===== config.mk =====
export PLATFORM = sky130hd
export DESIGN_NAME = mirror_decoder
export DESIGN_NICKNAME = d
export VERILOG_FILES = /design/src/rtl/mdec_pkg.sv /design/src/rtl/mirror_window.sv /design/src/rtl/ram_lock_reg.sv /design/src/rtl/mirror_decoder.sv
export SDC_FILE = /design/constraint.sdc
export NUM_CORES = 1
export LEC_CHECK = 0
export BUFFER_PORTS_ARGS = -buffer_cell sky130_fd_sc_hd__buf_2
export CORE_UTILIZATION = 31
export DETAILED_ROUTE_END_ITERATION = 16
export HOLD_SLACK_MARGIN = 0.12
export PLACE_DENSITY_LB_ADDON = 0.12
export REMOVE_ABC_BUFFERS = 1
export SYNTH_ARGS = -nofsm -noshare
export SYNTH_HDL_FRONTEND = slang
export SYNTH_SLANG_ARGS = --single-unit

===== constraint.sdc =====
create_clock -name clk -period 5.79 [get_ports clk]
set_input_delay 0.8685 -clock clk [delete_from_list [all_inputs] [get_ports clk]]
set_output_delay 0.8685 -clock clk [all_outputs]
set_load 0.02 [all_outputs]

===== src/rtl/mdec_pkg.sv =====
package mdec_pkg;
  typedef enum logic [2:0] {
    REG_NONE = 3'd0,
    REG_RAM  = 3'd1,
    REG_ROM  = 3'd2,
    REG_SCR  = 3'd3,
    REG_IO   = 3'd4,
    REG_CTL  = 3'd5
  } region_e;

  localparam logic [1:0] SZ_WORD = 2'd2;

  localparam logic [31:0] LOCK_SET_A = 32'h0000_0800;
  localparam logic [31:0] LOCK_SET_B = 32'h0000_0804;
  localparam logic [31:0] LOCK_CLR_A = 32'h0000_0000;
  localparam logic [31:0] LOCK_CLR_B = 32'h0001_E988;
endpackage


===== src/rtl/mirror_window.sv =====
module mirror_window #(
  parameter int          ADDR_W     = 32,
  parameter logic [31:0] BASE       = 32'h0,
  parameter int          SPAN_BYTES = 4096,
  parameter int          WRAP_BYTES = 4096,
  parameter int          OFF_W      = 12
) (
  input  logic [ADDR_W-1:0] addr,
  output logic              hit,
  output logic [OFF_W-1:0]  offset
);
  localparam logic [ADDR_W-1:0] SPAN_MASK = ~(ADDR_W'(SPAN_BYTES) - 1'b1);
  localparam logic [ADDR_W-1:0] WRAP_MASK = ADDR_W'(WRAP_BYTES) - 1'b1;

  always_comb begin
    hit    = (((addr ^ BASE[ADDR_W-1:0]) & SPAN_MASK) == '0);
    offset = OFF_W'(addr & WRAP_MASK);
  end
endmodule


===== src/rtl/ram_lock_reg.sv =====
module ram_lock_reg
  import mdec_pkg::*;
#(
  parameter int DATA_W = 32
) (
  input  logic              clk,
  input  logic              rst_n,
  input  logic              ctl_wr,
  input  logic [DATA_W-1:0] wdata,
  output logic              lock_q
);
  logic lock_d;
  logic is_set;
  logic is_clr;

  always_comb begin
    is_set = (wdata == LOCK_SET_A[DATA_W-1:0]) || (wdata == LOCK_SET_B[DATA_W-1:0]);
    is_clr = (wdata == LOCK_CLR_A[DATA_W-1:0]) || (wdata == LOCK_CLR_B[DATA_W-1:0]);
    lock_d = lock_q;
    if (ctl_wr) begin
      if (is_set)      lock_d = 1'b1;
      else if (is_clr) lock_d = 1'b0;
    end
  end

  always_ff @(posedge clk or negedge rst_n) begin
    if (!rst_n)      lock_q <= 1'b0;
    else if (ctl_wr) lock_q <= lock_d;
  end


  lock_hold_chk: assert property (@(posedge clk) disable iff (!rst_n)
    (!ctl_wr || !(is_set || is_clr)) |=> $stable(lock_q));

  lock_set_chk: assert property (@(posedge clk) disable iff (!rst_n)
    (ctl_wr && (wdata == LOCK_SET_A[DATA_W-1:0] || wdata == LOCK_SET_B[DATA_W-1:0])) |=> lock_q);

  lock_clr_chk: assert property (@(posedge clk) disable iff (!rst_n)
    (ctl_wr && (wdata == LOCK_CLR_A[DATA_W-1:0] || wdata == LOCK_CLR_B[DATA_W-1:0])) |=> !lock_q);
endmodule


===== src/rtl/mirror_decoder.sv =====
module mirror_decoder
  import mdec_pkg::*;
#(
  parameter int                  ADDR_W        = 32,
  parameter int                  RAM_BYTES     = 2 * 1024 * 1024,
  parameter int                  RAM_WIN_BYTES = 8 * 1024 * 1024,
  parameter int                  N_RAM         = 3,
  parameter logic [N_RAM*32-1:0] RAM_BASES     = {32'hA000_0000, 32'h8000_0000, 32'h0000_0000},
  parameter int                  ROM_BYTES     = 512 * 1024,
  parameter int                  N_ROM         = 2,
  parameter logic [N_ROM*32-1:0] ROM_BASES     = {32'hBFC0_0000, 32'h1FC0_0000},
  parameter int                  PAGE_BYTES    = 4096,
  parameter logic [31:0]         SCR_BASE      = 32'h1F80_0000,
  parameter logic [31:0]         IO_BASE       = 32'h1F80_1000,
  parameter logic [31:0]         CTL_ADDR      = 32'hFFFE_0130,
  parameter int                  OFF_W         = $clog2(RAM_BYTES)
) (
  input  logic              clk,
  input  logic              rst_n,
  input  logic              acc_valid,
  input  logic              acc_write,
  input  logic [1:0]        acc_size,
  input  logic [ADDR_W-1:0] acc_addr,
  input  logic [31:0]       acc_wdata,
  output logic [2:0]        region_o,
  output logic [OFF_W-1:0]  offset_o,
  output logic              unmapped_o
);
  logic [1:0] rst_sync;
  logic       rst_sync_n;

  always_ff @(posedge clk or negedge rst_n) begin
    if (!rst_n) rst_sync <= 2'b00;
    else        rst_sync <= {rst_sync[0], 1'b1};
  end
  assign rst_sync_n = rst_sync[1];

  logic [N_RAM-1:0]             ram_hits;
  logic [N_RAM-1:0][OFF_W-1:0]  ram_offs;
  logic [N_ROM-1:0]             rom_hits;
  logic [N_ROM-1:0][OFF_W-1:0]  rom_offs;

  for (genvar g = 0; g < N_RAM; g++) begin : g_ram
    mirror_window #(
      .ADDR_W(ADDR_W), .BASE(RAM_BASES[g*32 +: 32]),
      .SPAN_BYTES(RAM_WIN_BYTES), .WRAP_BYTES(RAM_BYTES), .OFF_W(OFF_W)
    ) i_win (.addr(acc_addr), .hit(ram_hits[g]), .offset(ram_offs[g]));
  end

  for (genvar g = 0; g < N_ROM; g++) begin : g_rom
    mirror_window #(
      .ADDR_W(ADDR_W), .BASE(ROM_BASES[g*32 +: 32]),
      .SPAN_BYTES(ROM_BYTES), .WRAP_BYTES(ROM_BYTES), .OFF_W(OFF_W)
    ) i_win (.addr(acc_addr), .hit(rom_hits[g]), .offset(rom_offs[g]));
  end

  logic             scr_hit, io_hit;
  logic [OFF_W-1:0] scr_off, io_off;

  mirror_window #(
    .ADDR_W(ADDR_W), .BASE(SCR_BASE),
    .SPAN_BYTES(PAGE_BYTES), .WRAP_BYTES(PAGE_BYTES), .OFF_W(OFF_W)
  ) i_scr (.addr(acc_addr), .hit(scr_hit), .offset(scr_off));

  mirror_window #(
    .ADDR_W(ADDR_W), .BASE(IO_BASE),
    .SPAN_BYTES(PAGE_BYTES), .WRAP_BYTES(PAGE_BYTES), .OFF_W(OFF_W)
  ) i_io (.addr(acc_addr), .hit(io_hit), .offset(io_off));

  logic ctl_wr;
  logic lock_q;
  logic ram_hit, rom_hit;
  logic [OFF_W-1:0] ram_off, rom_off;

  always_comb begin
    ram_hit = |ram_hits;
    rom_hit = |rom_hits;
    ram_off = '0;
    rom_off = '0;
    for (int i = 0; i < N_RAM; i++) if (ram_hits[i]) ram_off = ram_offs[i];
    for (int i = 0; i < N_ROM; i++) if (rom_hits[i]) rom_off = rom_offs[i];
    ctl_wr = acc_valid && acc_write && (acc_size == SZ_WORD) &&
             (acc_addr == CTL_ADDR[ADDR_W-1:0]);
  end

  ram_lock_reg #(.DATA_W(32)) i_lock (
    .clk(clk), .rst_n(rst_sync_n), .ctl_wr(ctl_wr),
    .wdata(acc_wdata), .lock_q(lock_q)
  );

  region_e region;

  always_comb begin
    region   = REG_NONE;
    offset_o = '0;
    if (acc_valid) begin
      if (ram_hit) begin
        if (!(acc_write && lock_q)) begin
          region   = REG_RAM;
          offset_o = ram_off;
        end
      end else if (rom_hit) begin
        if (!acc_write) begin
          region   = REG_ROM;
          offset_o = rom_off;
        end
      end else if (scr_hit) begin
        region   = REG_SCR;
        offset_o = scr_off;
      end else if (io_hit) begin
        region   = REG_IO;
        offset_o = io_off;
      end else if (ctl_wr) begin
        region   = REG_CTL;
      end
    end
    region_o   = region;
    unmapped_o = acc_valid && (region == REG_NONE);
  end


  discard_wr_chk: assert property (@(posedge clk) disable iff (!rst_sync_n)
    (acc_valid && acc_write && lock_q) |-> (region_o != REG_RAM));

  rom_ro_chk: assert property (@(posedge clk) disable iff (!rst_sync_n)
    (acc_valid && acc_write) |-> (region_o != REG_ROM));

  win_overlap_chk: assert property (@(posedge clk) disable iff (!rst_sync_n)
    $onehot0({ram_hit, rom_hit, scr_hit, io_hit}));

  idle_quiet_chk: assert property (@(posedge clk) disable iff (!rst_sync_n)
    !acc_valid |-> (region_o == REG_NONE && !unmapped_o));
endmodule


Yosys cells after proc, flatten, opt, wreduce, memory -nomap -nowiden
Cells that the tools add are included. W data, S select, Z words.

Register bits: 3. Input bits: 70. Output and inout port bits: 25. Word-level logic and storage cells: 55.

Eq/ne operators: 5. Muxes and demuxes: 22. Bitwise operators: 6. Reductions and logical operators: 20.

Operators with widths (number): $logic_not A32 Y1 (8); $mux W21 (9); $eq A32 B12 Y1 const B (2); $eq A32 B17 Y1 const B (1); $eq A32 B32 Y1 const B (1); $mux W12 (2); $mux W19 (1); $mux W3 (6); $not A7 Y7 (2); $not A9 Y9 (1); $not A6 Y6 (1); $logic_and A1 B1 Y1 (5); $logic_not A3 Y1 (1); $mux W1 (3); $reduce_or A3 Y1 (1); $eq A2 B2 Y1 const B (1); $logic_or A1 B1 Y1 (2); $mux W2 (1); $not A2 Y2 (1); $reduce_and A2 Y1 (1); $reduce_bool A2 Y1 (1); $reduce_or A2 Y1 (1); $not A1 Y1 (1).

Longest topological paths before layout
Gate-level depths: netlist (run 1).

Depth in word-level cells: 11. Depth in mapped cells: 6. Mapped depth without buffers: 5.

Modules after synthesis
From an unflattened synthesis (run 1), not the netlist that was laid out.

Cells, all modules: 459. Area, all modules: 3243.1 µm².

Modules (own cells, without submodules): mirror_decoder (instances 1, cells an instance 258, area each 1682.9 µm², seq. area each 50.0 µm²); mirror_window (i_scr) (instances 1, cells an instance 29, area each 221.5 µm², seq. area each 0.0 µm²); mirror_window (i_io) (instances 1, cells an instance 29, area each 219.0 µm², seq. area each 0.0 µm²); mirror_window (g_rom[0].i_win) (instances 1, cells an instance 27, area each 201.4 µm², seq. area each 0.0 µm²); mirror_window (g_rom[1].i_win) (instances 1, cells an instance 27, area each 196.4 µm², seq. area each 0.0 µm²); mirror_window (g_ram[2].i_win) (instances 1, cells an instance 24, area each 187.7 µm², seq. area each 0.0 µm²); mirror_window (g_ram[1].i_win) (instances 1, cells an instance 24, area each 186.4 µm², seq. area each 0.0 µm²); mirror_window (g_ram[0].i_win) (instances 1, cells an instance 24, area each 183.9 µm², seq. area each 0.0 µm²); ram_lock_reg (instances 1, cells an instance 17, area each 163.9 µm², seq. area each 25.0 µm²).

Least setup slack after synthesis (run 1)
Ideal clock, no wire load.

Kind: input -> output. From: in acc_addr[29]. To: out offset_o[10]. Arrival: 2.458 ns. Data required time: 4.922 ns. Setup slack: 2.464 ns. Cell stages on the path: 5. Path buffers: 1. Cells stage by stage: or4_4 nor4_1 a21oi_1 clkbuf_1 nor3b_1.

Longest elaborated chain between the ends: 7. Elaborated cells between the ends (all ways): 23. Those cells by class: 12 x mux; 2 x bitwise; 9 x reduce/logical.

RTL lines: start: declaration (line mirror_decoder.sv:23) `input logic [ADDR_W-1:0] acc_addr,`; $logic_not A32 Y1 or $not A9 Y9 (tied branches); $mux W19 (tied with other cells) (line mirror_decoder.sv:81) `for (int i = 0; i < N_ROM; i++) if (rom_hits[i]) rom_off = rom_offs[i];`; $mux W21, on equally long branches (line mirror_decoder.sv:81, mirror_decoder.sv:80); $mux W21, on equally long branches (line mirror_decoder.sv:103, mirror_decoder.sv:80); $mux W21, on equally long branches (line mirror_decoder.sv:102, mirror_decoder.sv:98); $mux W21 (*) (line mirror_decoder.sv:97) `if (ram_hit) begin`; $mux W21 (*) (line mirror_decoder.sv:96) `if (acc_valid) begin`; end: declaration (line mirror_decoder.sv:26) `output logic [OFF_W-1:0] offset_o,`.

Every way passes the cells marked *; elsewhere a longest branch is shown, timed or not.

Worst setup path in the final report (run 1)
From: in acc_addr[20]. To: out unmapped_o.

Longest elaborated chain between the ends: 10. Elaborated cells between the ends (all ways): 15. Those cells by class: 1 x eq/ne; 6 x mux; 8 x reduce/logical.

RTL lines: $eq A32 B32 Y1 (line mirror_decoder.sv:83) `(acc_addr == CTL_ADDR[ADDR_W-1:0]);`; $logic_and A1 B1 Y1 (line mirror_decoder.sv:82) `ctl_wr = acc_valid && acc_write && (acc_size == SZ_WORD) &&`; $mux W3 (line mirror_decoder.sv:113) `end else if (ctl_wr) begin`; $mux W3 (line mirror_decoder.sv:110) `end else if (io_hit) begin`; $mux W3 (line mirror_decoder.sv:107) `end else if (scr_hit) begin`; $mux W3 (*) (line mirror_decoder.sv:102) `end else if (rom_hit) begin`; $mux W3 (*) (line mirror_decoder.sv:97); $mux W3 (*) (line mirror_decoder.sv:96); $logic_not A3 Y1 (*) (line mirror_decoder.sv:118) `unmapped_o = acc_valid && (region == REG_NONE);`; $logic_and A1 B1 Y1 (*) (line mirror_decoder.sv:118); end: declaration (line mirror_decoder.sv:27) `output logic unmapped_o`.

Marks and branches as above.

==> impl_metrics.json, run 1 <==
{
  "yosys-top-cells-count": "nor3b_1 (12), and2_1 (9), nor4_1 (9)",
  "worstSetupStartpointType": "input pin",
  "finalMaxSlewViolations": 0,
  "grtUsageTotal_pct": 19.6,
  "use_met2_pct": 37.0,
  "maxSlewHeadroom_pct": 36.7,
  "critPathMaxStageDelay_ns": 0.52,
  "layoutNonFillerInstCount": 216,
  "hp-start": "rst_sync[0]",
  "reg2reg_slack_ns": 5.13,
  "synth_fa_ha_area_share_pct": 0,
  "gp_congestion": 0.757,
  "grt_pass1_vias": 842,
  "worstPathArrival_ns": 2.70,
  "wire_per_inst_um": 10.8,
  "insertion_delay_ns": 0.23,
  "finalWirelength_um": 2340,
  "finalHoldViolCount": 0,
  "synthFlopType": "dfrtp_1",
  "r2r_end": "i_lock.lock_q",
  "period_share_pct": 61.5,
  "cpMostUsedCell": "buf_2",
  "use_met3_pct": 4.62,
  "die_w_um": 47.4,
  "finalCoreUtilization_pct": 60.3,
  "synthSimpleGateAreaFrac_pct": 73.9,
  "r2r_start": "i_lock.lock_q",
  "cts_buffers": 3,
  "synthMuxAreaShare_pct": 0,
  "yosysMostFrequentCell": "nor3b_1",
  "via_per_inst": 5.17,
  "ir_drop_mv": 0.156,
  "synth_edf_count": 0,
  "rsz0062_at_grt": "no",
  "cts_tree": "yes",
  "placement.cell_area_um2": 1130,
  "ys_ff_latch": 3,
  "cp.required_ns": 4.92,
  "grt_busiest_layer": "met2",
  "htree_levels": 1,
  "cts_setup_buffers": 0,
  "yosysTopAreaCellShare_pct": 14.1,
  "firstDrtPassIters": 4,
  "cts.clk_slew.worst_paths_ns": 0.04,
  "nets": 260,
  "die-area_um2": 2240,
  "cts.sinks": 3,
  "placedCellCount": 211,
  "cts-root-buf": "clkbuf_4",
  "setup_tns_ns": 0,
  "rows": 16,
  "hp-class": "flip-flop to flip-flop",
  "ant_nets": 0,
  "final_area_um2": 1170,
  "n_antenna_cell": 0,
  "synth_warnings": 0,
  "clock_path_buffers": 2,
  "yosysSeqAreaShare_pct": 11.8,
  "crit_family": "simple AND/OR/NAND/NOR gates",
  "drt_iter0_markers": 21,
  "syn_area_per_cell_um2": 6.94,
  "cp_num_buf_inv": 2,
  "drc_errors": 0,
  "crit_chain": "buf_2, nor4_1, nand3_1, or4_1, o311a_1, o2111a_1, buf_2",
  "use_met1_pct": 22.6,
  "crit_type": "input pin to primary output",
  "async_flop_share_pct": 100,
  "synth_top_family_by_area": "simple AND/OR/NAND/NOR gates",
  "antenna_found_initial": 0,
  "hold_end": "rst_sync[1]",
  "fp.coreArea_um2": 1940,
  "drive_gt1_share_pct": 52.9,
  "syn2layout_area_growth_pct": 83.5,
  "p_leak_nw": 0.617,
  "power.total_mw": 0.0968,
  "min_path_cells": 0,
  "netlist_instances": 92,
  "die_y_um": 47.4,
  "worst_clock_skew_ns": 0.00256,
  "grt_max_degree": 14,
  "setup_violations": 0,
  "worst_slew_pin_slew_ns": 0.949,
  "clock.fmax_mhz": 281,
  "synth.distinct_cells": 31,
  "num_io_pins": 95,
  "io_buffers": 94,
  "min_period_ns": 3.56,
  "p_per_area_nw_per_um2": 82.7,
  "outcome": "completed",
  "crit_slowest_cell": "or4_1",
  "end_kind": "primary output",
  "netlist_top_cells_area": "nor3b_1 (14%), dfrtp_1 (12%), and2_1 (8.8%)",
  "vias": 1116,
  "ff2ff_path_depth": 2,
  "path_max_fanout": 6,
  "synth_compound_gate_area_share_pct": 10.8,
  "grt_pass1_wl_um": 3190,
  "yosys.area.top_type": "nor3b_1",
  "hpwl_um": 2030,
  "synthXorXnorAreaFrac_pct": 0,
  "maxCapViolCount": 0,
  "synth_area_um2": 638,
  "grt_overflow_total": 0,
  "start_util_pct": 32.9
}
## flip-flops by register name (all words and copies together), names as in the netlist
signal and count:
rst_sync 2, i_lock.lock_q 1
## worst reg2reg max path, stage by stage, from the launching register on
cell,delay [ns]
dfrtp_1,0.38
o41ai_1,0.06
nand2_1,0.08
## stage by stage
| stage | hold slack, ns | worst slack [ns] |
|---|---|---|
| 2_1_floorplan | -0.00566 | 2.53 |
| 3_3_place_gp | -0.00368 | 2.29 |
| 3_5_place_dp | 0.000870 | 2.25 |
| 4_1_cts | 0.358 | 2.23 |
| 5_1_grt | 0.357 | 2.00 |
| 6_report | 0.350 | 2.23 |
## logic make-up (layout without fill, tap and decap cells)
group / after synthesis / count (layout)
other: 1 / 1
flip-flops: 3 / 3
AO/OA/AOI/OAI: 10 / 10
buffers and inverters: 5 / 102
AND/OR/NAND/NOR: 73 / 73
## final cells by class
type	count	area, um^2
clock buffer	4	26.3
fill	207	771
inverter	3	11.3
multi-input combinational	84	544
sequential	3	75.1
tap	27	33.8
timing repair buffer	95	480
## metal layers
metal / vias to the layer above / wire length, um
li1: 561 / -
met1: 509 / 1000
met2: 46 / 1190
met3: 0 / 150
met4: 0 / 0
met5: - / 0
## placed cells by master (no fill, tap or decap), types with 4 or more instances in the layout
cell     Yosys  routed
and2_1       9       9
buf_2        0      94
nand2_1      6       6
nand3_1      4       4
nand4_1      6       6
nor2_1       5       5
nor3b_1     12      12
nor4_1       9       9
o21ai_0      4       4
or4_1        5       5
## timing repair
action	CTS	global route
hold buffers	1	0
resized for setup	0	0
setup endpoints to repair	0	0
hold endpoints to repair	1	0
## report_power, final
| group | internal (mW) | switching [mW] | total, mW |
|---|---|---|---|
| logic | 0.0222 | 0.0167 | 0.0389 |
| clock network | 0.0258 | 0.0102 | 0.0360 |
| registers | 0.0218 | 0.000154 | 0.0219 |
## how the worst max path moves through the flow
stage          slack [ns]         start          end  cells after the start
6_report             2.23  acc_addr[20]   unmapped_o                      7
5_1_grt              2.00  acc_addr[20]  offset_o[9]                      7
4_1_cts              2.23  acc_addr[20]   unmapped_o                      7
3_5_place_dp         2.25  acc_addr[20]   unmapped_o                      7
3_3_place_gp         2.29  acc_addr[20]   unmapped_o                      7
2_1_floorplan        2.53  acc_addr[29]  offset_o[0]                      4
(Power assumes the default switching activity.)
==> run 2, diff against run 1 <==
- CORE_UTILIZATION: 31 -> 26
- clock period: 5.79 -> 3 ns (I/O delays scaled with it)
==> impl_metrics.json, run 2 (same netlist as run 1, synthesis figures left out) <==
{
  "rsz0062_at_grt": "no",
  "clock_path_buffers": 2,
  "cts.sinks": 3,
  "cts_buffers": 3,
  "grt_overflow_total": 0,
  "min_period_ns": 2.70,
  "grt_pass1_vias": 1017,
  "ir_drop_mv": 0.241,
  "ant_nets": 0,
  "grtUsageTotal_pct": 20.0,
  "antenna_found_initial": 0,
  "cts-root-buf": "clkbuf_4",
  "io_buffers": 94,
  "finalWirelength_um": 2600,
  "layoutNonFillerInstCount": 218,
  "wire_per_inst_um": 11.9,
  "biggestRegsByFlops": "rst_sync x2, i_lock.lock_q x1",
  "drive_gt1_share_pct": 52.6,
  "cts_setup_buffers": 0,
  "postCtsResizedCells": 0,
  "worst_clock_skew_ns": 0.000672,
  "crit_slowest_cell": "or4_1",
  "outcome": "completed",
  "drt_iter0_markers": 18,
  "start_util_pct": 28.3,
  "drc_errors": 0,
  "cts.clk_slew.worst_paths_ns": 0.04,
  "gp_congestion": 0.776,
  "worst_slack_ns": 0.296,
  "p_per_area_nw_per_um2": 162,
  "clock.fmax_mhz": 370,
  "layout_commonest_cell": "buf_2",
  "grt_max_degree": 14,
  "syn2layout_area_growth_pct": 85.3,
  "critPathMaxStageDelay_ns": 0.51,
  "crit_type": "input pin to primary output",
  "fp.coreArea_um2": 2250,
  "num_io_pins": 95,
  "pre_cts_slack_ns": 0.341,
  "die_w_um": 51.5,
  "worstSetupStartpointType": "input pin",
  "finalMaxSlewViolations": 0,
  "holdWs_ns": 0.342,
  "path_max_fanout": 6,
  "via_per_inst": 5.11,
  "cts_hold_buffers": 2,
  "cts_tree": "yes",
  "cpMostUsedCell": "buf_2",
  "final_cell_mix": "buf_2 (94), nor3b_1 (12), nor4_1 (9), and2_1 (9)",
  "insertion_delay_ns": 0.23,
  "setup_tns_ns": 0,
  "hp-class": "flip-flop to flip-flop",
  "n_fill_cell": 241,
  "rows": 17,
  "die_y_um": 51.5,
  "finalHoldViolCount": 0,
  "hpwl_um": 2230,
  "maxSlewHeadroom_pct": 38.0,
  "crit_chain": "buf_2, nor4_1, nand3_1, or4_1, o311a_1, o2111a_1, buf_2",
  "regMostFlops": "rst_sync",
  "maxCapViolCount": 0,
  "grt_pass1_wl_um": 4030,
  "end_kind": "primary output",
  "p_leak_nw": 0.621,
  "worstPathArrival_ns": 2.25,
  "htree_levels": 1,
  "placedCellCount": 212,
  "nets": 261,
  "period_share_pct": 90.1,
  "die-area_um2": 2660,
  "worst_slew_pin_slew_ns": 0.930,
  "setup_violations": 0,
  "n_antenna_cell": 0,
  "largest_reg_flops": 2,
  "vias": 1113,
  "firstDrtPassIters": 4,
  "cp.required_ns": 2.55
}
## run 2: changes by cell type in the layout (fill, tap and decap cells not counted)
| cell | delta |
|---|---|
| dlygate4sd3_1 | +1 |
## run 2: worst paths after layout
| path | from | endpoint | slack (ns) | cells past startpoint |
|---|---|---|---|---|
| worst min register to register | rst_sync[0] | rst_sync[1] | 0.34 | 0 |
| worst max-delay path | acc_addr[20] | unmapped_o | 0.30 | 7 |
| worst min-delay path | rst_sync[0] | rst_sync[1] | 0.34 | 0 |
| worst max register to register | i_lock.lock_q | i_lock.lock_q | 2.34 | 2 |
| min in group asynchronous | rst_sync[1] | i_lock.lock_q | 0.53 | 1 |
| max in group asynchronous | rst_sync[1] | i_lock.lock_q | 2.37 | 1 |
## run 2: area by class of cell
class / instances / area [um^2] / area share (%)
timing repair buffer: 96 / 490 / 41.5
multi-input combinational: 84 / 544 / 46.0
sequential: 3 / 75.1 / 6.35
inverter: 3 / 11.3 / 0.952
clock buffer: 4 / 26.3 / 2.22
tap: 28 / 35.0 / 2.96
## run 2: power by group
part	switching (mW)	internal (mW)	leakage, nW
Clock	0.0222	0.0499	0.0150
Combinational	0.0334	0.0438	0.569
Sequential	0.000240	0.0420	0.0373
## run 2: through the flow
stage	area (um^2)	util (%)	total power, mW
floorplan	631	-	0.0608
global placement	1140	50.4	0.115
detailed placement	1140	50.4	0.118
CTS	1180	52.4	0.194
global route	1180	52.4	0.206
finish	1180	52.4	0.192
## run 2: layer usage
metal / GRT usage [%] / part of all wire [%]
met1: 20.1 / 38
met2: 39.2 / 54
met3: 5.56 / 7.9
met4: 5.41 / 0
met5: 0 / 0
## run 2: worst max-delay path, delay by kind of cell
family / cells / cell delay [ns]
AO/OA/AOI/OAI: 2 / 0.52
buffers and inverters: 2 / 0.26
AND/OR/NAND/NOR: 3 / 1.02
==> run 3, diff against run 2 <==
- CORE_UTILIZATION: 26 -> 29
- CTS_CLUSTER_SIZE: not set -> 28
- clock period: 3 -> 2.78 ns (I/O delays scaled with it)
==> impl_metrics.json, run 3 (same netlist as run 1, synthesis figures left out) <==
{
  "die_y_um": 48.9,
  "regMostFlops": "rst_sync",
  "grt_max_degree": 14,
  "rsz0062_at_grt": "no",
  "crit_chain": "buf_2, nor4_1, nand3_1, or4_1, o311a_1, o2111a_1, buf_2",
  "cts.sinks": 3,
  "num_io_pins": 95,
  "clock_path_buffers": 2,
  "layout_commonest_cell": "buf_2",
  "worstPathArrival_ns": 2.24,
  "comb_power_share_pct": 39.6,
  "die-area_um2": 2390,
  "min_path_cells": 0,
  "ant_nets": 0,
  "path_max_fanout": 6,
  "power.total_mw": 0.208,
  "vias": 1109,
  "antenna_found_initial": 0,
  "ff2ff_path_depth": 2,
  "maxSlewHeadroom_pct": 42.0,
  "wire_per_inst_um": 10.9,
  "hold_end": "rst_sync[1]",
  "clock_power_share_pct": 38.4,
  "pre_cts_slack_ns": 0.158,
  "r2r_end": "i_lock.lock_q",
  "n_antenna_cell": 0,
  "start_util_pct": 31.6,
  "crit_type": "input pin to primary output",
  "grtUsageTotal_pct": 19.0,
  "worst_clock_skew_ns": 0.00102,
  "fp.coreArea_um2": 2020,
  "cts_buffers": 3,
  "final_area_um2": 1190,
  "switching_share_pct": 29.4,
  "min_period_ns": 2.66,
  "via_per_inst": 5.11,
  "multi_input_area_um2": 551,
  "drc_errors": 0,
  "largest_reg_flops": 2,
  "cts.clk_slew.worst_paths_ns": 0.04,
  "hp-class": "flip-flop to flip-flop",
  "grt_pass1_wl_um": 3640,
  "cts_setup_buffers": 0,
  "htree_levels": 1,
  "drive_gt1_share_pct": 53.2,
  "firstDrtPassIters": 4,
  "hp-start": "rst_sync[0]",
  "grt_overflow_total": 0,
  "period_share_pct": 95.8,
  "setup_tns_ns": 0,
  "finalHoldViolCount": 0,
  "rows": 16,
  "p_int_mw": 0.147,
  "syn2layout_area_growth_pct": 86.1,
  "reg2reg_slack_ns": 2.11,
  "switching_power_mw": 0.0610,
  "crit_slowest_cell": "or4_1",
  "n_fill_cell": 203,
  "hpwl_um": 2050,
  "worst_slew_pin_slew_ns": 0.870,
  "die_w_um": 48.9,
  "sequentialPowerShare_pct": 22.0,
  "outcome": "completed",
  "insertion_delay_ns": 0.24,
  "biggestRegsByFlops": "rst_sync x2, i_lock.lock_q x1",
  "worstSetupStartpointType": "input pin",
  "finalMaxSlewViolations": 0,
  "maxCapViolCount": 0,
  "worst_slack_ns": 0.118,
  "drt_iter0_markers": 16,
  "p_leak_nw": 0.621,
  "finalWirelength_um": 2370,
  "clock.fmax_mhz": 376,
  "cp.required_ns": 2.36,
  "final_cell_mix": "buf_2 (94), nor3b_1 (12), and2_1 (9)",
  "setup_violations": 0,
  "p_per_area_nw_per_um2": 175,
  "cts_tree": "yes",
  "r2r_start": "i_lock.lock_q",
  "gp_congestion": 0.773,
  "io_buffers": 94,
  "ir_drop_mv": 0.149,
  "critPathMaxStageDelay_ns": 0.51,
  "end_kind": "primary output",
  "cpMostUsedCell": "buf_2",
  "nets": 261,
  "cts-root-buf": "clkbuf_4",
  "placement.cell_area_um2": 1130,
  "grt_pass1_vias": 945,
  "regArea_um2": 75.1
}
## run 3: cell count changes in the layout (fill, tap and decap cells not counted)
cell	before	now
nor4_1	9	8
nor4_2	0	1
## run 3: area by class of cell
class / instances / area share, %
multi-input cells: 84 / 46.4
well taps: 27 / 2.85
flip-flops and latches: 3 / 6.32
inverters: 3 / 0.948
repair buffers: 96 / 41.3
clock buffers: 4 / 2.21
## run 3: worst max path at each step
stage,from,slack (ns),endpoint
2_1_floorplan,acc_addr[29],0.42,offset_o[0]
3_3_place_gp,acc_addr[20],0.16,unmapped_o
3_5_place_dp,acc_addr[20],0.16,unmapped_o
4_1_cts,acc_addr[20],0.14,offset_o[2]
5_1_grt,acc_addr[23],0.02,offset_o[2]
6_report,acc_addr[20],0.12,unmapped_o
## run 3: metrics by stage
stage / hold slack [ns] / utilization, % / std cells
after floorplan: -0.00566 / - / 90
after global placement: -0.00359 / 56.1 / 211
after detailed placement: -0.00233 / 56.1 / 211
after CTS: 0.355 / 58.4 / 217
after global routing: 0.366 / 58.7 / 217
final: 0.348 / 58.7 / 217
## run 3: critical path, delay by kind of cell
kind	cells	cell delay [ns]
compound gates	2	0.50
buf+inv	2	0.26
simple gates	3	1.06
## run 3: routing by layer
layer | wire, um | share of wire (%) | track usage, % | up-vias
li1 | - | - | - | 560
met3 | 177 | 7.5 | 4.98 | 0
met5 | 0 | 0 | 0 | -
met4 | 0 | 0 | 5.39 | 0
met1 | 936 | 40 | 21.6 | 499
met2 | 1250 | 53 | 34.5 | 50
## run 3: power groups by stage
| stage | clock network [mW] | registers, mW | logic, mW |
|---|---|---|---|
| 2_1_floorplan | 0 | 0.0463 | 0.0193 |
| 5_1_grt | 0.0874 | 0.0458 | 0.0916 |
| 6_report | 0.0797 | 0.0457 | 0.0822 |
| 4_1_cts | 0.0834 | 0.0457 | 0.0822 |
| 3_5_place_dp | 0 | 0.0464 | 0.0799 |
| 3_3_place_gp | 0 | 0.0463 | 0.0777 |
## run 3: repair_timing
item / in CTS / in global routing
setup endpoints to repair: 0 / 6
hold buffers: 2 / 0
gates resized for setup: 0 / 1
hold endpoints to repair: 3 / 0
